[config.mk]
export PLATFORM = sky130hd
export DESIGN_NAME = lreq_encoder
export DESIGN_NICKNAME = d
export VERILOG_FILES = /design/src/rtl/lreq_pkg.sv /design/src/rtl/lreq_framer.sv /design/src/rtl/lreq_shifter.sv /design/src/rtl/lreq_encoder.sv
export SDC_FILE = /design/constraint.sdc
export NUM_CORES = 1
export LEC_CHECK = 0
export BUFFER_PORTS_ARGS = -buffer_cell sky130_fd_sc_hd__buf_4
export CAP_MARGIN = 20
export CORE_ASPECT_RATIO = 1.5
export CORE_MARGIN = 3
export CORE_UTILIZATION = 35
export CTS_BUF_LIST = sky130_fd_sc_hd__clkbuf_4 sky130_fd_sc_hd__clkbuf_8 sky130_fd_sc_hd__clkbuf_16
export DETAILED_ROUTE_END_ITERATION = 10
export HOLD_SLACK_MARGIN = 0.02
export SLEW_MARGIN = 20
export SYNTH_ARGS = -nofsm -noshare
export SYNTH_HDL_FRONTEND = slang
export SYNTH_HIERARCHICAL = 1
export SYNTH_SLANG_ARGS = --single-unit
[constraint.sdc]
create_clock -name clk -period 3.15 [get_ports clk]
set_input_delay 0.63 -clock clk [delete_from_list [all_inputs] [get_ports clk]]
set_output_delay 0.63 -clock clk [all_outputs]
set_load 0.02 [all_outputs]
[src/rtl/lreq_pkg.sv]
package lreq_pkg;
  localparam int KIND_W  = 3;
  localparam int SPEED_W = 3;
  localparam int ADDR_W  = 4;
  localparam int DATA_W  = 8;
  localparam int FRAME_W = 1 + KIND_W + ADDR_W + DATA_W + 1;
  localparam int LEN_W   = $clog2(FRAME_W + 1);

  typedef enum logic [KIND_W-1:0] {
    RQ_IMM   = 3'd0,
    RQ_ISO   = 3'd1,
    RQ_PRI   = 3'd2,
    RQ_FAIR  = 3'd3,
    RQ_RDREG = 3'd4,
    RQ_WRREG = 3'd5,
    RQ_ACCEL = 3'd6,
    RQ_RSVD  = 3'd7
  } rq_kind_e;

  function automatic logic kind_is_bus(input logic [KIND_W-1:0] k);
    return !k[KIND_W-1];
  endfunction

  // Number of bits on the line for one request
  function automatic logic [LEN_W-1:0] frame_len(input logic [KIND_W-1:0] k,
                                                 input logic [SPEED_W-1:0] spd);
    logic [LEN_W-1:0] n;
    case (rq_kind_e'(k))
      RQ_RDREG: n = LEN_W'(1 + KIND_W + ADDR_W + 1);
      RQ_WRREG: n = LEN_W'(FRAME_W);
      RQ_ACCEL: n = LEN_W'(1 + KIND_W + 1 + 1);
      RQ_RSVD:  n = '0;
      default:  n = spd[0] ? LEN_W'(1 + KIND_W + SPEED_W + 1)
                           : LEN_W'(1 + KIND_W + SPEED_W);
    endcase
    return n;
  endfunction

  // Stream packed with bit 0 of the line at the MSB; unused tail stays zero
  function automatic logic [FRAME_W-1:0] frame_bits(input logic [KIND_W-1:0] k,
                                                    input logic [SPEED_W-1:0] spd,
                                                    input logic [ADDR_W-1:0] adr,
                                                    input logic [DATA_W-1:0] dat,
                                                    input logic en);
    logic [FRAME_W-1:0] f;
    localparam int HI = FRAME_W - 1 - 1 - KIND_W;
    f = '0;
    f[FRAME_W-1] = 1'b1;
    f[FRAME_W-2 -: KIND_W] = k;
    case (rq_kind_e'(k))
      RQ_RDREG: f[HI -: ADDR_W] = adr;
      RQ_WRREG: begin
        f[HI -: ADDR_W] = adr;
        f[HI-ADDR_W -: DATA_W] = dat;
      end
      RQ_ACCEL: f[HI] = en;
      RQ_RSVD:  f = '0;
      default:  f[HI -: SPEED_W] = spd;
    endcase
    return f;
  endfunction
endpackage

[src/rtl/lreq_framer.sv]
module lreq_framer
  import lreq_pkg::*;
(
  input  logic [KIND_W-1:0]  kind,
  input  logic [SPEED_W-1:0] speed,
  input  logic [ADDR_W-1:0]  addr,
  input  logic [DATA_W-1:0]  wdata,
  input  logic               accel,
  output logic [FRAME_W-1:0] frame,
  output logic [LEN_W-1:0]   len,
  output logic               reserved
);
  always_comb begin
    frame    = frame_bits(kind, speed, addr, wdata, accel);
    len      = frame_len(kind, speed);
    reserved = (rq_kind_e'(kind) == RQ_RSVD);
  end
endmodule

[src/rtl/lreq_shifter.sv]
module lreq_shifter
  import lreq_pkg::*;
(
  input  logic               clk,
  input  logic               rst_n,
  input  logic               load,
  input  logic [FRAME_W-1:0] frame,
  input  logic [LEN_W-1:0]   len,
  output logic               active,
  output logic               last,
  output logic               bit_out
);
  logic [FRAME_W-1:0] sreg;
  logic [LEN_W-1:0]   left;

  always_ff @(posedge clk or negedge rst_n) begin
    if (!rst_n) begin
      sreg   <= '0;
      left   <= '0;
      active <= 1'b0;
    end else if (load) begin
      sreg   <= frame;
      left   <= len - LEN_W'(1);
      active <= 1'b1;
    end else if (active) begin
      sreg <= {sreg[FRAME_W-2:0], 1'b0};
      if (left == '0) active <= 1'b0;
      else            left   <= left - LEN_W'(1);
    end
  end

  assign last    = active && (left == '0);
  assign bit_out = active && sreg[FRAME_W-1];
endmodule

[src/rtl/lreq_encoder.sv]
module lreq_encoder
  import lreq_pkg::*;
#(
  parameter int GAP_CYCLES = 1
) (
  input  logic               clk,
  input  logic               rst_n,
  input  logic               req_valid,
  input  logic [KIND_W-1:0]  req_kind,
  input  logic [SPEED_W-1:0] req_speed,
  input  logic [ADDR_W-1:0]  req_addr,
  input  logic [DATA_W-1:0]  req_wdata,
  input  logic               req_accel,
  output logic               req_ready,
  output logic               busy,
  output logic               done,
  output logic               err,
  output logic               lreq_out
);
  localparam int GAP_W = $clog2(GAP_CYCLES + 1);

  logic [FRAME_W-1:0] frame;
  logic [LEN_W-1:0]   len;
  logic               reserved;
  logic               accept;
  logic               load;
  logic               last;
  logic [GAP_W-1:0]   gap_left;

  lreq_framer u_framer (
    .kind     (req_kind),
    .speed    (req_speed),
    .addr     (req_addr),
    .wdata    (req_wdata),
    .accel    (req_accel),
    .frame    (frame),
    .len      (len),
    .reserved (reserved)
  );

  assign accept = req_valid && req_ready;
  assign load   = accept && !reserved;

  lreq_shifter u_shifter (
    .clk     (clk),
    .rst_n   (rst_n),
    .load    (load),
    .frame   (frame),
    .len     (len),
    .active  (busy),
    .last    (last),
    .bit_out (lreq_out)
  );

  always_ff @(posedge clk or negedge rst_n) begin
    if (!rst_n) begin
      gap_left <= '0;
      err      <= 1'b0;
    end else begin
      err <= accept && reserved;
      if (last)                gap_left <= GAP_W'(GAP_CYCLES);
      else if (gap_left != '0) gap_left <= gap_left - GAP_W'(1);
    end
  end

  assign req_ready = !busy && (gap_left == '0);
  assign done      = last;
endmodule

# After elaboration in Yosys (flattened, before gate mapping)
# Cells that the tools add are included.
# word_totals
word_cells,44
regBits,25
input_bits,22
output_inout_bits,5
# op_classes
eq_ne,5
reduce_logical,13
n_bitwise,1
addsub,3
mux,17
# op_table
cell,n
two-way mux 17 bit,2
one-hot mux 5 bit (4 select lines),1
two-way mux 5 bit,3
"== test 3 bit, second input constant",4
"subtractor 5 x 1 -> 5 bit, second input constant",2
two-way mux 4 bit,2
two-way mux 8 bit,1
logical AND 1 bit,6
two-way mux 1 bit,6
zero test 5 bit,1
one-hot mux 2 bit (2 select lines),1
OR reduction 2 bit,2
one-hot mux 1 bit (3 select lines),1
zero test 1 bit,2
"inequality test 2 bit, second input constant",1
AND reduction 2 bit,1
nonzero test 2 bit,1
inverter 1 bit,1
"subtractor 1 bit, second input constant",1

# Logic depth before layout (Yosys ltp)
# logic_depth
word_depth,6
depth_mapped,11
depth_no_buf,8

# Hierarchy
# Netlist, hierarchy kept.
# by_module_without_submodules
module,cells_each,area_per_inst_um2,instances,seq_area_each_um2
lreq_shifter,120,1186.1,1,575.6
lreq_framer,35,242.7,1,0.0
lreq_encoder,5,81.3,1,50.0

# Worst setup path before layout
# No wires, ideal clock.
# synth_timing
path_kind,input to register
start,input port req_kind[2]
end,register u_shifter.left[4]
stages,11
n_path_buf,3
setup_time_ps,69
required_time_ps,3081
t_arrival_ps,2790
slack_ps,291
cell_sequence,buf_2 -> nand3_1 -> inv_1 -> nor4b_2 -> buf_2 -> buf_1 -> mux2i_1 -> ha_1 -> o21ai_0 -> or4_1 -> nand3_1
# synth_between
elab_chain_cells,5
word_cells_on_any_way,12
cone_classes,1 x add/sub; 5 x eq/ne; 2 x mux; 4 x reduce/logical
# synth_rtl
element,line_no,rtl
"start, declared",lreq_encoder.sv:9,"input logic [KIND_W-1:0] req_kind,"
== test 3 bit *,lreq_framer.sv:16,reserved = (rq_kind_e'(kind) == RQ_RSVD);
via reserved,lreq_encoder.sv:24,logic reserved;
zero test 1 bit *,lreq_encoder.sv:42,assign load = accept && !reserved;
logical AND 1 bit *,lreq_encoder.sv:42,
via load,lreq_encoder.sv:26,logic load;
inequality test 2 bit (no line) / nonzero test 2 bit (equally long branches),-,
AND reduction 2 bit (no line),-,
"end signal, assigned",lreq_shifter.sv:23,left <= len - LEN_W'(1);
"end signal, assigned",lreq_shifter.sv:28,else left <= left - LEN_W'(1);
"end, declared",lreq_shifter.sv:14,logic [LEN_W-1:0] left;
# The timed path passes the listed nets; every way through them passes the cells marked *.
# A chain may end at the register's enable or synchronous reset.

# Worst setup path after layout
# layout_timing
start,input port req_kind[1]
end,register u_shifter.left[4]
# Same word-level chain as after synthesis.

==> results.json <==
{
  "outcome": "finished clean",
  "cp-end-kind": "register",
  "cts_tree": "done",
  "utilization_pct": 43.41,
  "drive_above_1_share_pct": 25.56,
  "clk-insertion-delay-late_ns": 0.26,
  "wire_per_inst_um": 14.20,
  "grt_pass1_vias": 1282,
  "clockBufferDepth": 2,
  "seq_area_frac_synth_pct": 41.43,
  "crit_fanout": 10,
  "synth_cell_types": 40,
  "synth_simple_gate_area_share_pct": 22.37,
  "grt_max_degree": 36,
  "dp_cells": 221,
  "slew_violations": 0,
  "period_share_pct": 74.94,
  "syn_avg_cell_area_sq_um": 9.439,
  "synthTopCellsByArea": "dfrtp_1 41%, mux2i_1 13%, o21ai_0 6.6%, nand2_1 5.5%, and2_4 4.6%",
  "synth_top_area_cell": "dfrtp_1",
  "critPathRequiredTime_ns": 3.35,
  "finalSetupViolations": 0,
  "ys_warn_count": 6,
  "synth-async-reset-ratio_pct": 100.0,
  "min_path_type": "in -> async",
  "cts_made_buffers": 3,
  "nets": 204,
  "highest_layer": "met4",
  "synth_seq_cells": 25,
  "grt_pass1_wl_um": 5457,
  "path_class": "in -> reg",
  "pin_count": 27,
  "die_area_sq_um": 5155,
  "period_needed_ns": 2.361,
  "cts_setup_buffers": 0,
  "fmaxAchievable_mhz": 423.6,
  "initial_core_util_pct": 37.16,
  "overflow": 0,
  "wl_met2_um": 1696,
  "synth_top_family_by_area": "simple AND/OR/NAND/NOR gates",
  "reg2reg_slack_ns": 1.08,
  "tns_ns": 0,
  "synthCells": 160,
  "wl_met3_um": 91,
  "final_cells": 225,
  "r2r-start": "u_shifter/active$_DFF_PN0_",
  "clock_sinks": 25,
  "vias_per_cell": 5.169,
  "cts_resized": 0,
  "synth_compound_area_share_pct": 14.58,
  "skew_ns": 0.006032,
  "synth_adder_area_share_pct": 0.8285,
  "cap_violations": 0,
  "vias": 1163,
  "fp.dieW_um": 59.64,
  "die_h_um": 86.45,
  "coreArea_sq_um": 4064,
  "final_cell_area_sq_um": 1764,
  "routabilityCongestion": 0.8470,
  "synth.area.mux_share_pct": 13.26,
  "cp.arrival_ns": 2.56,
  "clock-root-buffer": "clkbuf_8",
  "drt_iter0_markers": 26,
  "ctsHoldBuffers": 0,
  "drt_pass1_iterations": 4,
  "m1WireLength_um": 1364,
  "start_kind": "input pin",
  "placedInstanceArea_sq_um": 1715,
  "power_density_nw_per_um2": 696.2,
  "route.detailed.drc": 0,
  "row_count": 28,
  "drt_wl_total_um": 3195,
  "hold_viol": 0,
  "h-tree-depth": 1,
  "synth_top_cell_area_share_pct": 41.43,
  "synth_edf_count": 0,
  "synthFlopType": "dfrtp_1",
  "p_leak_uw": 0.0008834,
  "dp_hpwl_um": 2402,
  "nFillCells": 395,
  "ant_nets": 0,
  "synth_xor_area_share_pct": 1.160,
  "antenna_found_initial": 0,
  "grt_setup_unrepaired": "false",
  "antennaDiodeCount": 0,
  "total_power_uw": 1228,
  "clk_pin_slew_ns": 0.09,
  "syn_nets": 183,
  "track_usage_pct": 13.44,
  "syn_area_sq_um": 1510,
  "io_buffers": 26,
  "area_delta_synth_final_pct": 16.82,
  "ir_drop_mv": 0.3960,
  "crit_start": "req_kind[1]"
}
## sequential cells by signal, indices dropped and copies added, names as in the netlist
signal and count:
u_shifter/active 1, u_shifter/sreg 17, u_shifter/left 5, err 1, gap_left 1
## per-stage QoR
| stage | hold WS [ns] | worst slack, ns |
|---|---|---|
| 3_3_place_gp | 0.5306 | 0.6698 |
| 4_1_cts | 0.2595 | 0.8115 |
| 5_1_grt | 0.2696 | 0.6133 |
| 3_5_place_dp | 0.5491 | 0.5391 |
| 6_report | 0.2510 | 0.7895 |
| 2_1_floorplan | 0.3344 | 0.2912 |
## synthesized netlist by cell type, types with 2 or more instances
| cell type | count |
|---|---|
| a21o_1 | 2 |
| a21oi_1 | 5 |
| and2_1 | 3 |
| and2_4 | 8 |
| buf_2 | 5 |
| buf_4 | 2 |
| buf_6 | 2 |
| clkbuf_1 | 3 |
| dfrtp_1 | 25 |
| inv_1 | 4 |
| mux2i_1 | 20 |
| nand2_1 | 22 |
| nand2b_1 | 4 |
| nand3_1 | 2 |
| nor2_1 | 4 |
| nor3_1 | 5 |
| o21ai_0 | 20 |
| xor2_1 | 2 |
## critical path, cell delays in order
cell     delay, ns
buf_4         0.14
nand3_1       0.11
inv_1         0.08
nor4b_4       0.39
mux2i_1       0.26
ha_1          0.26
o21ai_0       0.16
or4_1         0.43
nand3_1       0.10
## per-layer routing
metal  up-vias  global-route usage, %
met3         4                  1.937
met2        23                  24.28
met1       549                  15.51
met4         0                  5.040
met5         -                      0
li1        587                      -
## power by group
| group | total (uW) | switching [uW] | internal [uW] | leakage (uW) |
|---|---|---|---|---|
| logic | 497 | 263 | 234 | 0.000531 |
| registers | 537 | 98.1 | 439 | 0.000326 |
| clock network | 195 | 95.8 | 98.9 | 0.0000262 |
| total | 1230 | 457 | 772 | 0.000883 |
## path summary, 6_finish.rpt
kind | end | cells after the start
setup / recovery | u_shifter/left[4]$_DFFE_PN0P_ | 9
hold / removal | u_shifter/sreg[16]$_DFFE_PN0P_ | 1
setup reg to reg | u_shifter/left[4]$_DFFE_PN0P_ | 6
hold reg to reg | u_shifter/sreg[0]$_DFFE_PN0P_ | 2
max in group asynchronous | err$_DFF_PN0_ | 1
min in group clk | u_shifter/sreg[0]$_DFFE_PN0P_ | 2
## area by class of cell
| type | instances | area (sq um) | area share [%] |
|---|---|---|---|
| inverter | 4 | 15.01 | 0.8511 |
| sequential | 25 | 625.6 | 35.46 |
| multi-input combinational | 118 | 800.8 | 45.39 |
| tap | 45 | 56.30 | 3.191 |
| timing repair buffer | 29 | 217.7 | 12.34 |
| clock buffer | 4 | 48.80 | 2.766 |
## layout by cell type (no fill, tap or decap), types with 2 or more instances in the layout
master / n
and2_1: 3
nand3_1: 2
inv_1: 4
a21o_1: 2
nor2_1: 4
and2_4: 8
nor3_1: 5
xor2_1: 2
nand2b_1: 4
o21ai_0: 20
buf_4: 29
mux2i_1: 20
clkbuf_8: 3
a21oi_1: 5
nand2_1: 22
dfrtp_1: 25
## kinds of logic (layout without fill, tap and decap cells)
family	after synthesis	after routing
muxes	20	20
and+or+nand+nor	58	58
xor gates and xnor gates	2	2
DFF	25	25
adders and majority gates	1	1
AOI/OAI and AO/OA	36	36
other	1	1
buffers and inverters	17	37
No activity file was read; power rests on OpenSTA's default activity.
